[src/rtl/cmt_pkg.sv]
package cmt_pkg;

    typedef enum logic [1:0] {
        K_NONE = 2'd0,
        K_WR   = 2'd1,
        K_RD   = 2'd2
    } kind_e;

    typedef enum logic [1:0] {
        ST_IDLE  = 2'd0,
        ST_WRITE = 2'd1,
        ST_READ  = 2'd2
    } state_e;

    localparam logic [2:0] CODE_IDLE  = 3'b000;
    localparam logic [2:0] CODE_WRITE = 3'b001;
    localparam logic [2:0] CODE_READ  = 3'b010;

    localparam logic [1:0] RESP_NUL = 2'b00;
    localparam logic [1:0] RESP_DVA = 2'b01;

endpackage

[src/rtl/cmt_decode.sv]
module cmt_decode
    import cmt_pkg::*;
(
    input  logic [2:0] code,
    output kind_e      kind
);

    always_comb begin
        case (code)
            CODE_WRITE: kind = K_WR;
            CODE_READ:  kind = K_RD;
            default:    kind = K_NONE;
        endcase
    end

endmodule

[src/rtl/cmt_store.sv]
module cmt_store #(
    parameter int DATA_W = 32,
    parameter int DEPTH  = 16,
    localparam int IDX_W = $clog2(DEPTH)
) (
    input  logic              clk,
    input  logic              we,
    input  logic [IDX_W-1:0]  idx,
    input  logic [DATA_W-1:0] wdata,
    output logic [DATA_W-1:0] rdata
);

    logic [DATA_W-1:0] words [DEPTH];

    for (genvar g = 0; g < DEPTH; g++) begin : g_word
        always_ff @(posedge clk) begin
            if (we && (idx == IDX_W'(g))) begin
                words[g] <= wdata;
            end
        end
    end

    assign rdata = words[idx];

endmodule

[src/rtl/cmt_fsm.sv]
module cmt_fsm
    import cmt_pkg::*;
#(
    parameter int DATA_W = 32,
    parameter int IDX_W  = 4
) (
    input  logic              clk,
    input  logic              rst,
    input  kind_e             kind,
    input  logic [IDX_W-1:0]  in_idx,
    input  logic [DATA_W-1:0] in_wdata,
    input  logic [DATA_W-1:0] mem_rdata,
    output logic              mem_we,
    output logic [IDX_W-1:0]  mem_idx,
    output logic [DATA_W-1:0] mem_wdata,
    output logic              ack,
    output logic [1:0]        code,
    output logic [DATA_W-1:0] rword
);

    typedef struct packed {
        state_e            state;
        logic [IDX_W-1:0]  idx;
        logic [DATA_W-1:0] wdata;
        logic              ack;
        logic [1:0]        code;
        logic [DATA_W-1:0] rword;
    } regs_t;

    regs_t r_d, r_q;

    always_comb begin
        r_d       = r_q;
        r_d.ack   = 1'b0;
        r_d.code  = RESP_NUL;
        r_d.rword = '0;
        case (r_q.state)
            ST_IDLE: begin
                // a request still held during the acknowledge cycle is not restarted
                if (!r_q.ack) begin
                    if (kind == K_WR) begin
                        r_d.state = ST_WRITE;
                        r_d.idx   = in_idx;
                        r_d.wdata = in_wdata;
                    end else if (kind == K_RD) begin
                        r_d.state = ST_READ;
                        r_d.idx   = in_idx;
                    end
                end
            end
            ST_WRITE: begin
                r_d.ack   = 1'b1;
                r_d.state = ST_IDLE;
            end
            ST_READ: begin
                r_d.ack   = 1'b1;
                r_d.code  = RESP_DVA;
                r_d.rword = mem_rdata;
                r_d.state = ST_IDLE;
            end
            default: r_d.state = ST_IDLE;
        endcase
    end

    always_ff @(posedge clk) begin
        if (rst) begin
            r_q.state <= ST_IDLE;
            r_q.idx   <= '0;
            r_q.wdata <= '0;
            r_q.ack   <= 1'b0;
            r_q.code  <= RESP_NUL;
            r_q.rword <= '0;
        end else begin
            r_q <= r_d;
        end
    end

    assign mem_we    = (r_q.state == ST_WRITE) && !rst;
    assign mem_idx   = r_q.idx;
    assign mem_wdata = r_q.wdata;
    assign ack       = r_q.ack;
    assign code      = r_q.code;
    assign rword     = r_q.rword;

endmodule

[src/rtl/cmd_mem_target.sv]
module cmd_mem_target
    import cmt_pkg::*;
#(
    parameter int ADDR_W = 8,
    parameter int DATA_W = 32,
    parameter int DEPTH  = 16
) (
    input  logic              clk,
    input  logic              rst,
    input  logic [2:0]        req_cmd,
    input  logic [ADDR_W-1:0] req_addr,
    input  logic [DATA_W-1:0] req_wdata,
    output logic              cmd_accept,
    output logic [1:0]        resp_code,
    output logic [DATA_W-1:0] resp_data
);

    localparam int IDX_W = $clog2(DEPTH);

    kind_e             kind;
    logic              mem_we;
    logic [IDX_W-1:0]  mem_idx;
    logic [DATA_W-1:0] mem_wdata;
    logic [DATA_W-1:0] mem_rdata;

    cmt_decode u_decode (
        .code (req_cmd),
        .kind (kind)
    );

    cmt_fsm #(
        .DATA_W (DATA_W),
        .IDX_W  (IDX_W)
    ) u_fsm (
        .clk       (clk),
        .rst       (rst),
        .kind      (kind),
        .in_idx    (req_addr[IDX_W-1:0]),
        .in_wdata  (req_wdata),
        .mem_rdata (mem_rdata),
        .mem_we    (mem_we),
        .mem_idx   (mem_idx),
        .mem_wdata (mem_wdata),
        .ack       (cmd_accept),
        .code      (resp_code),
        .rword     (resp_data)
    );

    cmt_store #(
        .DATA_W (DATA_W),
        .DEPTH  (DEPTH)
    ) u_store (
        .clk   (clk),
        .we    (mem_we),
        .idx   (mem_idx),
        .wdata (mem_wdata),
        .rdata (mem_rdata)
    );

endmodule

[config.mk]
export PLATFORM = sky130hd
export DESIGN_NAME = cmd_mem_target
export DESIGN_NICKNAME = d
export VERILOG_FILES = /design/src/rtl/cmt_pkg.sv /design/src/rtl/cmt_decode.sv /design/src/rtl/cmt_store.sv /design/src/rtl/cmt_fsm.sv /design/src/rtl/cmd_mem_target.sv
export SDC_FILE = /design/constraint.sdc
export NUM_CORES = 1
export LEC_CHECK = 0
export ABC_AREA = 1
export BUFFER_PORTS_ARGS = -buffer_cell sky130_fd_sc_hd__buf_2
export CORE_AREA = 2 2 213 215
export CTS_CLUSTER_DIAMETER = 100
export DETAILED_ROUTE_END_ITERATION = 10
export DIE_AREA = 0 0 215 217
export PLACE_DENSITY = 0.72
export SLEW_MARGIN = 20
export SYNTH_ARGS = -nofsm -noshare
export SYNTH_HDL_FRONTEND = slang
export SYNTH_SLANG_ARGS = --single-unit
[constraint.sdc]
create_clock -name clk -period 3.8 [get_ports clk]
set_input_delay 0.38 -clock clk [delete_from_list [all_inputs] [get_ports clk]]
set_output_delay 0.38 -clock clk [all_outputs]
set_load 0.01 [all_outputs]
==> qor.yml, run 1 <==
logic_synthesis:
  syn_nets: 2334
  synthMostInstantiatedCell: "nand2_1"
  synth-seq-area-share_pct: 69.7
  ys_warn_count: 0
  synth-seq-cells: 588
  synth_edf_count: 512
  synthTopCellsByCount: "nand2_1, edfxtp_1, nand3_1, inv_1, nor2_1"
  synth_ff_type: "edfxtp_1"
  synth.avg_cell_area_sq_um: 10.6
  synth_cell_types: 22
  synth_top_area_share_pct: 63.4
  synth.top_cells.by_area: "edfxtp_1, nand2_1, nand3_1, dfxtp_1, inv_1"
  netlist_area_sq_mm: 0.0243
  yosysTopAreaCell: "edfxtp_1"
  syn_inst: 2285
  ys_async_sr_fraction_pct: 0
die:
  start_util_pct: 54.3
  dieArea_sq_mm: 0.0467
  fp.dieH_um: 217
  core_area_sq_mm: 0.0447
  rows: 78
  die_w_um: 215
  io_pins: 80
clock_tree:
  clockBufferDepth: 3
  clock-sinks: 588
  clk_pin_slew_ps: 60
  cts_tree: "yes"
  insertion_delay_ps: 620
  postCtsSetupRepairBufs: 0
  cts_buffers: 58
  cts_root_buffer: "clkbuf_16"
  post_cts_resized: 0
  cts_htree_levels: 2
setup_path:
  max_stage_delay_ps: 740
  path_cells: "inv_1 > ha_1 > nand2_1 > inv_1 > nand3_1 > nor2_4 > buf_4"
  worst_setup_path_start_kind: "flip-flop"
  critPathTopFamily: "simple AND/OR/NAND/NOR gates"
  critPathSlowestCell: "nor2_4"
  cp.arrival_ps: 2990
  crit_type: "reg2reg"
  crit_path_end_kind: "flip-flop"
  worstPathMaxFanout: 16
  cp.required_ps: 4100
  crit_top_cell: "inv_1"
  cp_num_buf_inv: 3
  regToRegSetupSlack_ps: 1110
placed_design:
  dp_slack_ps: 1090
  dp_hpwl_um: 27200
  portBuffers: 74
  routabilityCongestion: 0.742
timing:
  hold_viol: 0
  rsz0062_at_grt: "no"
  fin_crit_ps: 2690
  clock-skew-final_ps: 26.3
  worst_slack_ps: 1110
  slew_violations: 0
  setup_tns_ps: 0
  tightest_slew_ps: 1080
  finalCritPeriodShare_pct: 70.8
  max_freq_mhz: 372
  setup_viol: 0
  relSlewSlack_pct: 28.0
detailed_routing:
  final_antenna_net_count: 0
  route.detailed.drc: 0
  drt_iter0_markers: 1609
  via_count: 16000
  drt-pass1-iter-count: 5
  via_per_inst: 5.37
  routed_wl_um: 56100
  post_drt_wl_per_cell_um: 18.9
global_route:
  antenna_found_initial: 0
  grt_pass1_wl_um: 86000
  first_global_vias: 15600
  grtUsageTotal_pct: 24.2
  grt_max_degree: 163
  grt_overflow: 0
pwr:
  power_density_mw_per_mm2: 509
  p_leak_nw: 11.2
  total_power_w: 0.0137
  irDropWorstVdd_mv: 0.357
status:
  status: "finished clean"
final_layout:
  diodes: 0
  drive_above_1_share_pct: 9.13
  syn_to_final_growth_pct: 11.0
  nNetsFinal: 2376
  fin_util_pct: 60.2
run:
  drv_cap: 0
min_path:
  hp-class: "in2reg"
==> cell usage in the layout (no fill, tap or decap), drive strengths merged <==
cell,count
ha,4
nor2,77
a21oi,41
conb,1
nor3,9
o21ai,36
nand3b,1
nand2,779
clkinv,23
edfxtp,512
clkbuf,86
dfxtp,76
nand3,322
dlygate4sd3,26
bufinv,1
a211oi,1
buf,109
inv,273
==> registers in the layout (all words and copies together), names as in the netlist, named ones only <==
name	flops
u_store.words	512
u_fsm.mem_wdata	32
u_fsm.rword	32
u_fsm.mem_idx	4
u_fsm.r_q	2
u_fsm.ack	1
u_fsm.code	1
==> report_power, final <==
part           internal, W  switching, W  total (W)
clock              0.00311       0.00236    0.00547
sequential         0.00708      0.000104    0.00719
combinational     0.000300      0.000745    0.00104
==> layer usage <==
metal / routed length, um / track usage, % / up-vias
li1: - / - / 7516
met2: 27600 / 41.1 / 689
met1: 22300 / 31.9 / 7661
met5: 0 / 0 / -
met3: 4480 / 3.03 / 126
met4: 1710 / 9.72 / 0
==> stage by stage <==
stage,area [sq um],hold slack (ps),cells
floorplan,24300,451,2285
global placement,24800,508,2841
detailed placement,24800,527,2841
CTS,26900,2.52,2977
global route,26900,42.2,2977
finish,26900,13.8,2977
==> kinds of logic (layout without fill, tap and decap cells) <==
group,after synthesis,count (layout),share of synthesized area (%)
and+or+nand+nor,1188,1188,20.1
DFF,588,588,69.7
buffers and inverters,426,518,8.37
AOI/OAI and AO/OA,78,78,1.62
adders and majority gates,4,4,0.206
other,1,1,0.0155
==> worst paths after layout <==
| path | startpoint | end | cells past startpoint |
|---|---|---|---|
| worst max-delay path | u_fsm.r_q[72] | u_store.words[7][11] | 7 |
| worst min-delay path | req_wdata[28] | u_fsm.mem_wdata[28] | 3 |
| worst max register to register | u_fsm.r_q[72] | u_store.words[7][11] | 7 |
| worst min register to register | u_fsm.r_q[72] | u_fsm.r_q[72] | 2 |
==> worst min-delay path, delay by kind of cell <==
family        cells  cell delay, ps
simple gates      2             130
buf+inv           1              90
==> timing repair <==
item	4_1_cts	5_1_grt
hold buffers	26	0
endpoints found under the hold margin	26	0
endpoints found under the setup margin	0	0
==> area by class of cell <==
cell class              instances  area [sq um]
flip-flops and latches        588         16900
clock buffers                  86          1680
well taps                     600           751
fillers                      3528         17800
multi-input cells            1271          5440
repair buffers                135           943
inverters                     273          1040
clock inverters                24           154
(Power assumes the default switching activity.)
==> run 2, diff against run 1 <==
PLACE_DENSITY = 0.74   (was 0.72)
clock period = 2.4 ns   (was 3.8 ns; I/O delays follow)
==> qor.yml, run 2 (synthesis gave the netlist of run 1 again) <==
status:
  status: "finished clean"  # unchanged
timing:
  hold_viol: 0  # unchanged
  max_freq_mhz: 471  # was 372 MHz
  fin_crit_ps: 2120  # was 2690 ps
  relSlewSlack_pct: 52.1  # was 28.0%
  tightest_slew_ps: 719  # was 1080 ps
  setup_viol: 0  # unchanged
  clock-skew-final_ps: 11.7  # was 26.3 ps
  slew_violations: 0  # unchanged
  rsz0062_at_grt: "no"  # unchanged
  finalCritPeriodShare_pct: 88.5  # was 70.8%
  hold_slack_ps: 49.3  # was 13.8 ps
pwr:
  p_switching_w: 0.00514  # was 0.00321 W
  total_power_w: 0.0221  # was 0.0137 W
  internal-power_w: 0.0170  # was 0.0105 W
  irDropWorstVdd_mv: 0.642  # was 0.357 mV
  clockPowerShare_pct: 40.6  # was 39.9%
  power_density_mw_per_mm2: 808  # was 509 mW/mm^2
  seq_power_share_pct: 51.4  # was 52.4%
  switching_share_pct: 23.2  # was 23.4%
  power.share.combinational_pct: 7.9  # was 7.6%
  p_leak_nw: 11.5  # was 11.2 nW
final_layout:
  multi_input_area_sq_mm: 0.00548  # was 0.00544 sq mm
  drive_above_1_share_pct: 10.3  # was 9.13%
  diodes: 0  # unchanged
  largest_reg_flops: 512  # unchanged
  syn_to_final_growth_pct: 12.9  # was 11.0%
  num-fill-cells: 3508  # was 3528
  largest-register: "u_store.words"  # unchanged
  layout_commonest_cell: "nand2_1"  # unchanged
  seq_area_sq_mm: 0.0169  # unchanged
  fin_cells: 3014  # was 2977
  nNetsFinal: 2414  # was 2376
  final_cell_mix: "nand2_1, edfxtp_1, nand3_1"  # unchanged
clock_tree:
  cts_htree_levels: 2  # unchanged
  clk_pin_slew_ps: 60  # about the same
  clock-sinks: 588  # unchanged
  clockBufferDepth: 3  # unchanged
  cts_buffers: 58  # unchanged
  post_cts_resized: 0  # unchanged
  cts_root_buffer: "clkbuf_16"  # unchanged
  insertion_delay_ps: 610  # was 620 ps
  cts_tree: "yes"  # unchanged
detailed_routing:
  route.detailed.drc: 0  # unchanged
  via_per_inst: 5.41  # was 5.37
  drt_iter0_markers: 1759  # was 1609
  routed_wl_um: 57500  # was 56100 um
  post_drt_wl_per_cell_um: 19.1  # was 18.9 um
  drt-pass1-iter-count: 6  # was 5
  via_count: 16300  # was 16.0k
  final_antenna_net_count: 0  # unchanged
placed_design:
  routabilityCongestion: 0.777  # was 0.742
  dp_hpwl_um: 31100  # was 27200 um
  portBuffers: 74  # unchanged
  dpl.cell_count: 2871  # was 2841
setup_path:
  crit_top_cell: "inv_1"  # unchanged
  worstPathMaxFanout: 22  # was 16
  worst_setup_path_start_kind: "flip-flop"  # unchanged
  max_stage_delay_ps: 450  # was 740 ps
  crit_type: "reg2reg"  # unchanged
  path_cells: "inv_1 > ha_1 > nand2_1 > inv_1 > nand3_1 > nor2_4 > buf_4"  # unchanged
  critPathSlowestCell: "buf_4"  # was nor2_4
  cp.required_ps: 2650  # was 4100 ps
  crit_path_end_kind: "flip-flop"  # unchanged
  cp.arrival_ps: 2370  # was 2990 ps
die:
  start_util_pct: 54.3  # unchanged
  core_area_sq_mm: 0.0447  # unchanged
  dieArea_sq_mm: 0.0467  # unchanged
  die_w_um: 215  # unchanged
  io_pins: 80  # unchanged
  fp.dieH_um: 217  # unchanged
  rows: 78  # unchanged
global_route:
  grt_pass1_wl_um: 88500  # was 86000 um
  first_global_vias: 16100  # was 15.6k
  grt_max_degree: 80  # was 163
  antenna_found_initial: 0  # unchanged
  grtUsageTotal_pct: 24.7  # was 24.2%
  grt_overflow: 0  # unchanged
min_path:
  hp-class: "in2reg"  # unchanged
run:
  drv_cap: 0  # unchanged
run 2: through the flow:
step                      util, %  setup slack, ps  TNS (ps)  area [sq um]
after floorplan                 -             -361   -116510         24300
after global placement       56.3              368         0         25200
after detailed placement     56.3              291         0         25200
after CTS                    61.3              283         0         27400
after global routing         61.3              203         0         27400
final                        61.3              276         0         27400
run 2: power groups by stage:
stage / registers, W / logic, W / clock network [W]
finish: 0.0114 / 0.00176 / 0.00900
global route: 0.0114 / 0.00192 / 0.00950
CTS: 0.0114 / 0.00174 / 0.00913
detailed placement: 0.0116 / 0.00168 / 0
global placement: 0.0116 / 0.00164 / 0
floorplan: 0.0115 / 0.00125 / 0
run 2: worst paths after layout:
kind / from / to / slack (ps) / cells after the start
worst min register to register: u_fsm.r_q[72] / u_fsm.r_q[72] / 530 / 2
worst max register to register: u_fsm.r_q[72] / u_store.words[7][6] / 280 / 7
worst min-delay path: req_addr[0] / u_fsm.mem_idx[0] / 50 / 3
worst max-delay path: u_fsm.r_q[72] / u_store.words[7][6] / 280 / 7
run 2: final cells by class:
class / instances / area share (%)
multi-input combinational: 1271 / 20.0
tap: 600 / 2.74
timing repair buffer: 173 / 4.88
clock inverter: 38 / 1.33
clock buffer: 71 / 5.55
sequential: 588 / 61.7
inverter: 273 / 3.77
run 2: repair_timing:
item	4_1_cts	5_1_grt
buffers inserted	0	0
hold endpoints to repair	35	0
hold buffers	34	0
run 2: routing by layer:
| layer | GRT usage [%] | vias to the layer above | share of wire (%) |
|---|---|---|---|
| met3 | 3.94 | 135 | 8.2 |
| li1 | - | 7599 | - |
| met4 | 9.33 | 0 | 2.8 |
| met5 | 0 | - | 0 |
| met2 | 42.5 | 785 | 49 |
| met1 | 31.9 | 7776 | 40 |
run 2: worst max-delay path, delay by kind of cell, from the launching register on:
family / cells / cell delay, ps
AND/OR/NAND/NOR: 3 / 650
buffers and inverters: 3 / 630
flip-flops: 1 / 320
adder cells (fa/ha/maj): 1 / 140
